$ cat src/rtl/ufir_pkg.sv
package ufir_pkg;

  // Blocks between output lane j and the sample it needs at tap distance d,
  // for an unfolding factor of l lanes.
  function automatic int blk_delay(input int j, input int d, input int l);
    return (d - j + l - 1) / l;
  endfunction

  // Input lane that supplies the delayed operand of output lane j.
  function automatic int src_lane(input int j, input int d, input int l);
    return j + l * blk_delay(j, d, l) - d;
  endfunction

endpackage

$ cat src/rtl/ufir_delay_line.sv
module ufir_delay_line #(
  parameter int DW    = 16,
  parameter int DEPTH = 4
) (
  input  logic                 clk,
  input  logic                 rst,
  input  logic                 shift_en,
  input  logic signed [DW-1:0] din,
  output logic signed [DW-1:0] dout
);

  logic signed [DW-1:0] stage [DEPTH];

  always_ff @(posedge clk) begin
    if (rst) stage[0] <= '0;
    else if (shift_en) stage[0] <= din;
  end

  for (genvar s = 1; s < DEPTH; s++) begin : g_stage
    always_ff @(posedge clk) begin
      if (rst) stage[s] <= '0;
      else if (shift_en) stage[s] <= stage[s-1];
    end
  end

  assign dout = stage[DEPTH-1];

endmodule

$ cat src/rtl/ufir_lane_mac.sv
module ufir_lane_mac #(
  parameter int DW = 16,
  parameter int CW = 16
) (
  input  logic                    clk,
  input  logic                    rst,
  input  logic                    en,
  input  logic signed [DW-1:0]    x_now,
  input  logic signed [DW-1:0]    x_dly,
  input  logic signed [CW-1:0]    coef,
  output logic signed [DW+CW:0]   y
);

  localparam int PW = DW + CW;
  localparam int OW = PW + 1;

  logic signed [PW-1:0] prod;
  logic signed [OW-1:0] sum;

  always_comb begin
    prod = coef * x_dly;
    sum  = {prod[PW-1], prod} + {{(OW-DW){x_now[DW-1]}}, x_now};
  end

  always_ff @(posedge clk) begin
    if (rst) y <= '0;
    else if (en) y <= sum;
  end

endmodule

$ cat src/rtl/unfold2_tap_filter.sv
module unfold2_tap_filter #(
  parameter int LANES = 2,
  parameter int DW    = 16,
  parameter int CW    = 16,
  parameter int TAP   = 9
) (
  input  logic                        clk,
  input  logic                        rst,
  input  logic                        in_valid,
  input  logic [LANES*DW-1:0]         in_data,
  input  logic [CW-1:0]               coef,
  output logic                        out_valid,
  output logic [LANES*(DW+CW+1)-1:0]  out_data
);

  localparam int OW = DW + CW + 1;

  always_ff @(posedge clk) begin
    if (rst) out_valid <= 1'b0;
    else out_valid <= in_valid;
  end

  for (genvar j = 0; j < LANES; j++) begin : g_lane
    localparam int QD = ufir_pkg::blk_delay(j, TAP, LANES);
    localparam int SL = ufir_pkg::src_lane(j, TAP, LANES);

    logic signed [DW-1:0] x_dly;
    logic signed [OW-1:0] y;

    ufir_delay_line #(.DW(DW), .DEPTH(QD)) dly_i (
      .clk      (clk),
      .rst      (rst),
      .shift_en (in_valid),
      .din      ($signed(in_data[SL*DW +: DW])),
      .dout     (x_dly)
    );

    ufir_lane_mac #(.DW(DW), .CW(CW)) mac_i (
      .clk   (clk),
      .rst   (rst),
      .en    (in_valid),
      .x_now ($signed(in_data[j*DW +: DW])),
      .x_dly (x_dly),
      .coef  ($signed(coef)),
      .y     (y)
    );

    assign out_data[j*OW +: OW] = y;
  end

endmodule

$ cat config.mk
export PLATFORM = sky130hd
export DESIGN_NAME = unfold2_tap_filter
export DESIGN_NICKNAME = d
export VERILOG_FILES = /design/src/rtl/ufir_pkg.sv /design/src/rtl/ufir_delay_line.sv /design/src/rtl/ufir_lane_mac.sv /design/src/rtl/unfold2_tap_filter.sv
export SDC_FILE = /design/constraint.sdc
export NUM_CORES = 2
export LEC_CHECK = 0
export BUFFER_PORTS_ARGS = -buffer_cell sky130_fd_sc_hd__buf_4
export CAP_MARGIN = 20
export CORE_MARGIN = 4
export CORE_UTILIZATION = 30
export CTS_BUF_LIST = sky130_fd_sc_hd__clkbuf_4 sky130_fd_sc_hd__clkbuf_8 sky130_fd_sc_hd__clkbuf_16
export DETAILED_ROUTE_END_ITERATION = 8
export PLACE_DENSITY_LB_ADDON = 0.05
export SYNTH_ARGS = -nofsm -noshare
export SYNTH_HDL_FRONTEND = slang
export SYNTH_SLANG_ARGS = --single-unit
$ cat constraint.sdc
create_clock -name clk -period 10.1 [get_ports clk]
set_clock_uncertainty 0.05 [all_clocks]
set_input_delay 2.02 -clock clk [delete_from_list [all_inputs] [get_ports clk]]
set_output_delay 2.02 -clock clk [all_outputs]
set_load 0.02 [all_outputs]
Word-level counts from Yosys, hierarchy flattened:

Memory sizes are Yosys's and may differ from the RTL's.
Cells that the tools add are included.

* output and inout bits: 67
* bits of input ports: 51
* bits in writable memories: 144
* flip-flop bits (word level): 67
* word-level logic and storage cells: 32
* memories kept: 2

* bitwise logic cells: 9
* multipliers: 2
* add/sub/neg operators: 2
* mux-type cells: 14

Memories
* g_lane[0].dly_i.stage: words 5, width 16, rd ports 5, clocked after memory_dff 0, wr ports 5, line ufir_delay_line.sv:12 `logic signed [DW-1:0] stage [DEPTH];`
* g_lane[1].dly_i.stage: words 4, width 16, rd ports 4, clocked after memory_dff 0, wr ports 4, line ufir_delay_line.sv:12

Operators with widths (count)
* $mux W16: 9
* $add A32 B16 Y33: 2
* $mul A16 B16 Y32: 2
* $or A1 B1 Y1: 9
* $mux W1: 5

Logic depth before layout (Yosys ltp):

* depth after elaboration: 4
* depth in mapped cells: 25
* depth with buffers taken out: 24

Modules after synthesis:

Synthesis repeated with hierarchy kept, for this count alone.

* cells, all modules: 2888
* area total of the unflattened synthesis: 29460.8 µm²

By module, submodules not included
* ufir_lane_mac (g_lane[1].mac_i): seq. area each 660.6 µm², area an instance 11856.4 µm², times used 1, cells each 1284
* ufir_lane_mac (g_lane[0].mac_i): seq. area each 660.6 µm², area an instance 11697.5 µm², times used 1, cells each 1281
* ufir_delay_line (g_lane[0].dly_i): seq. area each 2402.3 µm², area an instance 3271.9 µm², times used 1, cells each 178
* ufir_delay_line (g_lane[1].dly_i): seq. area each 1921.8 µm², area an instance 2601.2 µm², times used 1, cells each 143
* unfold2_tap_filter: seq. area each 20.0 µm², area an instance 33.8 µm², times used 1, cells each 2

Least setup slack after synthesis:

Ideal clock, no wire load.

* path type: input -> register
* start point: input port coef[15]
* end point: register g_lane[1].mac_i.y[32]
* setup time: 0.127 ns
* path slack: 2.193 ns
* required time: 9.923 ns
* buffers on the path: 1
* arrival: 7.731 ns
* stages on the path: 23
* cells stage by stage: clkbuf_1 -> nand2_1 -> inv_1 -> fa_1 -> inv_1 -> fa_1 -> inv_1 -> fa_1 -> fa_1 -> fa_1 -> inv_1 -> fa_1 -> inv_1 -> ha_1 -> o21ai_0 -> nand2b_1 -> and3_1 -> a21boi_0 -> a2111oi_4 -> a21oi_2 -> a221oi_2 -> xnor2_1 -> o21ai_1

* longest elaborated chain between the ends: 2

Ends and longest elaborated chain
* start: declaration: line unfold2_tap_filter.sv:11 `input logic [CW-1:0] coef,`
* $mul A16 B16 Y32: line ufir_lane_mac.sv:21 `prod = coef * x_dly;`
* $add A32 B16 Y33: line ufir_lane_mac.sv:22 `sum = {prod[PW-1], prod} + {{(OW-DW){x_now[DW-1]}}, x_now};`
* end signal: assignment: line ufir_lane_mac.sv:27 `else if (en) y <= sum;`
* end: declaration: line ufir_lane_mac.sv:11 `output logic signed [DW+CW:0] y`

Every way passes these cells.
A chain may end at the register's enable or synchronous reset.

Worst setup path in the final report:

Ends and elaborated chain as after synthesis.

==> qor.json <==
{
  "critical_path_cell_by_cell": {"value": "buf_4 > nand2_1 > inv_1 > fa_1 > inv_1 > fa_1 > inv_1 > fa_1 > fa_1 > fa_1 > inv_1 > fa_1 > inv_1 > ha_1 > o21ai_0 > nand2b_1 > and3_1 > a21boi_0 > a2111oi_4 > a21oi_2 > a221oi_2 > xnor2_1 > o21ai_1"},
  "crit_fanout": {"value": 32},
  "place_hpwl": {"value": 57500, "unit": "um"},
  "globalplace.congestion": {"value": 0.783},
  "num_rows": {"value": 112},
  "worst_ep_arrival_time": {"value": 8.30, "unit": "ns"},
  "hold_buf_cts": {"value": 0},
  "fin_tns_setup": {"value": 0, "unit": "ns"},
  "postCtsResizedCells": {"value": 0},
  "worst_setup_path_end_kind": {"value": "flip-flop"},
  "hold_path_class": {"value": "flip-flop to flip-flop"},
  "postSynthAreaPerCell": {"value": 10.2, "unit": "um2"},
  "clock_latency": {"value": 0.65, "unit": "ns"},
  "synth.ff_latch_count": {"value": 211},
  "yosysWarnings": {"value": 0},
  "run_status": {"value": "complete, no violations"},
  "final_net_count": {"value": 3594},
  "finalHoldViolations": {"value": 0},
  "period_share": {"value": 77.4, "unit": "%"},
  "seq_power_share": {"value": 11.8, "unit": "%"},
  "drtIter0Drc": {"value": 771},
  "worst-path-buf-inv": {"value": 6},
  "cts_tree": {"value": "done"},
  "slowest_delay": {"value": 0.74, "unit": "ns"},
  "synth_enable_flop_cells": {"value": 144},
  "intPower": {"value": 5.03, "unit": "mW"},
  "peakVddDrop": {"value": 0.198, "unit": "mV"},
  "syn_area": {"value": 28200, "unit": "um2"},
  "post_route_wl": {"value": 74800, "unit": "um"},
  "number_of_fillers_in_the_final_layout": {"value": 9596},
  "groute.usage.overall": {"value": 15.7, "unit": "%"},
  "clock-sinks": {"value": 211},
  "largest_net_degree_at_the_start_of_global_routing": {"value": 107},
  "die_height": {"value": 315, "unit": "um"},
  "final_cell_mix": {"value": "inv_1, fa_1, and2_1, nand2_1, ha_1"},
  "p_comb_share": {"value": 76.5, "unit": "%"},
  "synth-async-reset-ratio": {"value": 0, "unit": "%"},
  "max_clock_freq": {"value": 0.128, "unit": "GHz"},
  "area_growth": {"value": 11.1, "unit": "%"},
  "post-place-cells": {"value": 4023},
  "crit_slowest_cell": {"value": "fa_1"},
  "via_per_inst": {"value": 4.40},
  "fp.dieW": {"value": 315, "unit": "um"},
  "setup_repair_after_global_routing_missed_its_margin": {"value": "no"},
  "cts.repair_timing.setup_buffer_count": {"value": 0},
  "power.switching_fraction": {"value": 48.9, "unit": "%"},
  "powerDensity": {"value": 314, "unit": "nW/um2"},
  "path_class": {"value": "input port to flip-flop"},
  "setup_viols_final": {"value": 0},
  "global_route.overflow_total": {"value": 0},
  "critical_path.most_common_cell": {"value": "fa_1"},
  "final_antenna_net_count": {"value": 0},
  "switchingPower": {"value": 4.82, "unit": "mW"},
  "finalCriticalPeriod": {"value": 7.82, "unit": "ns"},
  "first_pass_grt_wire_length": {"value": 122000, "unit": "um"},
  "design.die.area": {"value": 99100, "unit": "um2"},
  "drc_violations_left": {"value": 0},
  "synth_sequential_area_ratio": {"value": 20.1, "unit": "%"},
  "number_of_antenna_violations_at_the_first_check_in_global_routing": {"value": 2},
  "grt_pass1_vias": {"value": 20400},
  "core_area": {"value": 93300, "unit": "um2"},
  "seqCellArea": {"value": 5670, "unit": "um2"},
  "final_common_cell": {"value": "inv_1"},
  "numPortBuffers": {"value": 117},
  "maxCapViolCount": {"value": 0},
  "max-clock-path-buffers": {"value": 3},
  "multi_input_comb_area": {"value": 20000, "unit": "um2"},
  "final_max_slew_viol_count": {"value": 0},
  "cts.reportedPaths.clkPinSlew": {"value": 0.06, "unit": "ns"},
  "instances_no_fill": {"value": 4079},
  "start_util": {"value": 30.3, "unit": "%"},
  "cp_data_required_time": {"value": 10.58, "unit": "ns"},
  "root_buffer": {"value": "clkbuf_16"},
  "io-pin-count": {"value": 118},
  "static_leakage": {"value": 15.1, "unit": "nW"},
  "number_of_detailed_route_iterations_in_the_first_pass": {"value": 5},
  "cts_made_buffers": {"value": 30},
  "cts_h_tree_lvls": {"value": 1},
  "synth_cell_types": {"value": 60},
  "path_delay_family": {"value": "adder cells"},
  "routed-via-count": {"value": 18000},
  "max_slew.worst_pin.slew": {"value": 1.09, "unit": "ns"},
  "layout-drive-gt1-share": {"value": 6.69, "unit": "%"},
  "antennaDiodeCount": {"value": 0},
  "power_frac_clock": {"value": 11.7, "unit": "%"},
  "ys_dominant_reg_cell": {"value": "edfxtp_1"},
  "synthesized_netlist_cell_count": {"value": 2762},
  "drt-wirelength-per-cell": {"value": 18.3, "unit": "um"},
  "start_kind": {"value": "input port"},
  "mappedNetlistNets": {"value": 3555},
  "timing.max_slew.rel_slack": {"value": 27.1, "unit": "%"}
}
-- worst min-delay path, cell delays in order, from the launching register on --
cell,delay (ns)
dfxtp_1,0.31
nand2_1,0.06
o21ai_1,0.05
-- cells by family after synthesis --
family	Yosys count	synth area share, %
compound gates	195	4.67
xor+xnor	59	1.83
fa+ha+maj	742	48.1
buf+inv	695	9.24
flops	211	20.1
mux	30	1.07
simple gates	830	15.0
-- registers in the layout, indices dropped and copies added, names as in the netlist --
| signal | flops |
|---|---|
| g_lane.dly_i.stage | 144 |
| g_lane.mac_i.y | 66 |
| out_valid | 1 |
-- final timing paths --
| kind | cells after the start | slack [ns] | to | startpoint |
|---|---|---|---|---|
| hold / removal | 2 | 0.41 | g_lane[1].mac_i.y[32]$_SDFFE_PP0P_ | g_lane[1].mac_i.y[32]$_SDFFE_PP0P_ |
| setup / recovery | 23 | 2.28 | g_lane[1].mac_i.y[32]$_SDFFE_PP0P_ | coef[15] |
| hold reg to reg | 2 | 0.41 | g_lane[1].mac_i.y[32]$_SDFFE_PP0P_ | g_lane[1].mac_i.y[32]$_SDFFE_PP0P_ |
| setup reg to reg | 22 | 3.11 | g_lane[1].mac_i.y[32]$_SDFFE_PP0P_ | g_lane[1].dly_i.stage[3][1]$_SDFFCE_PN0P_ |
-- layout make-up --
type	instances	share of cell area, %
Inverter	579	6.95
Multi-Input combinational cell	1856	63.6
Tap cell	1254	5.00
Timing Repair Buffer	123	2.94
Clock buffer	36	2.54
Sequential cell	211	18.1
Clock inverter	20	0.877
-- cell usage after synthesis, types with 4 or more instances --
library cell / count / area share, %
inv_1: 579 / 7.7
fa_1: 572 / 41
and2_1: 387 / 8.6
nand2_1: 281 / 3.7
ha_1: 170 / 7.5
edfxtp_1: 144 / 15
clkbuf_1: 115 / 1.5
nor2_1: 94 / 1.2
dfxtp_1: 67 / 4.8
a21oi_1: 52 / 0.92
o21ai_0: 46 / 0.82
xnor2_1: 42 / 1.3
mux2i_1: 29 / 1.0
xor2_1: 17 / 0.53
nand2b_1: 15 / 0.33
a21o_1: 14 / 0.37
o21a_1: 14 / 0.37
a211oi_1: 12 / 0.32
nand3_1: 11 / 0.19
nor3_1: 11 / 0.19
o211ai_1: 9 / 0.24
nor2b_1: 7 / 0.16
nand4_1: 6 / 0.13
a2bb2oi_1: 4 / 0.12
a31oi_1: 4 / 0.089
nor3b_1: 4 / 0.11
o21bai_1: 4 / 0.11
o31ai_1: 4 / 0.11
-- through the flow --
step           power [mW]  utilization (%)  instance area, um2  setup WS (ns)  hold slack, ns
6_report             9.86             33.6               31400           2.28           0.413
5_1_grt              11.1             33.6               31400           1.90           0.432
4_1_cts              10.1             33.6               31400           2.26           0.416
3_5_place_dp         8.79             32.5               30300           1.56           0.401
3_3_place_gp         8.76             32.5               30300           1.60           0.400
2_1_floorplan        7.00                -               28200           2.19           0.447
-- layer usage --
metal | vias to the layer above | wire length (um) | part of all wire, % | GRT usage (%)
li1 | 8398 | - | - | -
met1 | 9274 | 36100 | 48 | 22.5
met2 | 221 | 34900 | 47 | 26.0
met3 | 68 | 2350 | 3.1 | 1.81
met4 | 2 | 1400 | 1.9 | 2.97
met5 | - | 10 | 0.013 | 0
-- power by group through the flow --
stage | Sequential [mW] | Clock, mW | Combinational, mW
after floorplan | 1.22 | 0 | 5.77
after global placement | 1.19 | 0 | 7.57
after detailed placement | 1.19 | 0 | 7.60
after CTS | 1.17 | 1.21 | 7.70
after global routing | 1.18 | 1.23 | 8.70
final | 1.17 | 1.15 | 7.54
(Power assumes the default switching activity.)
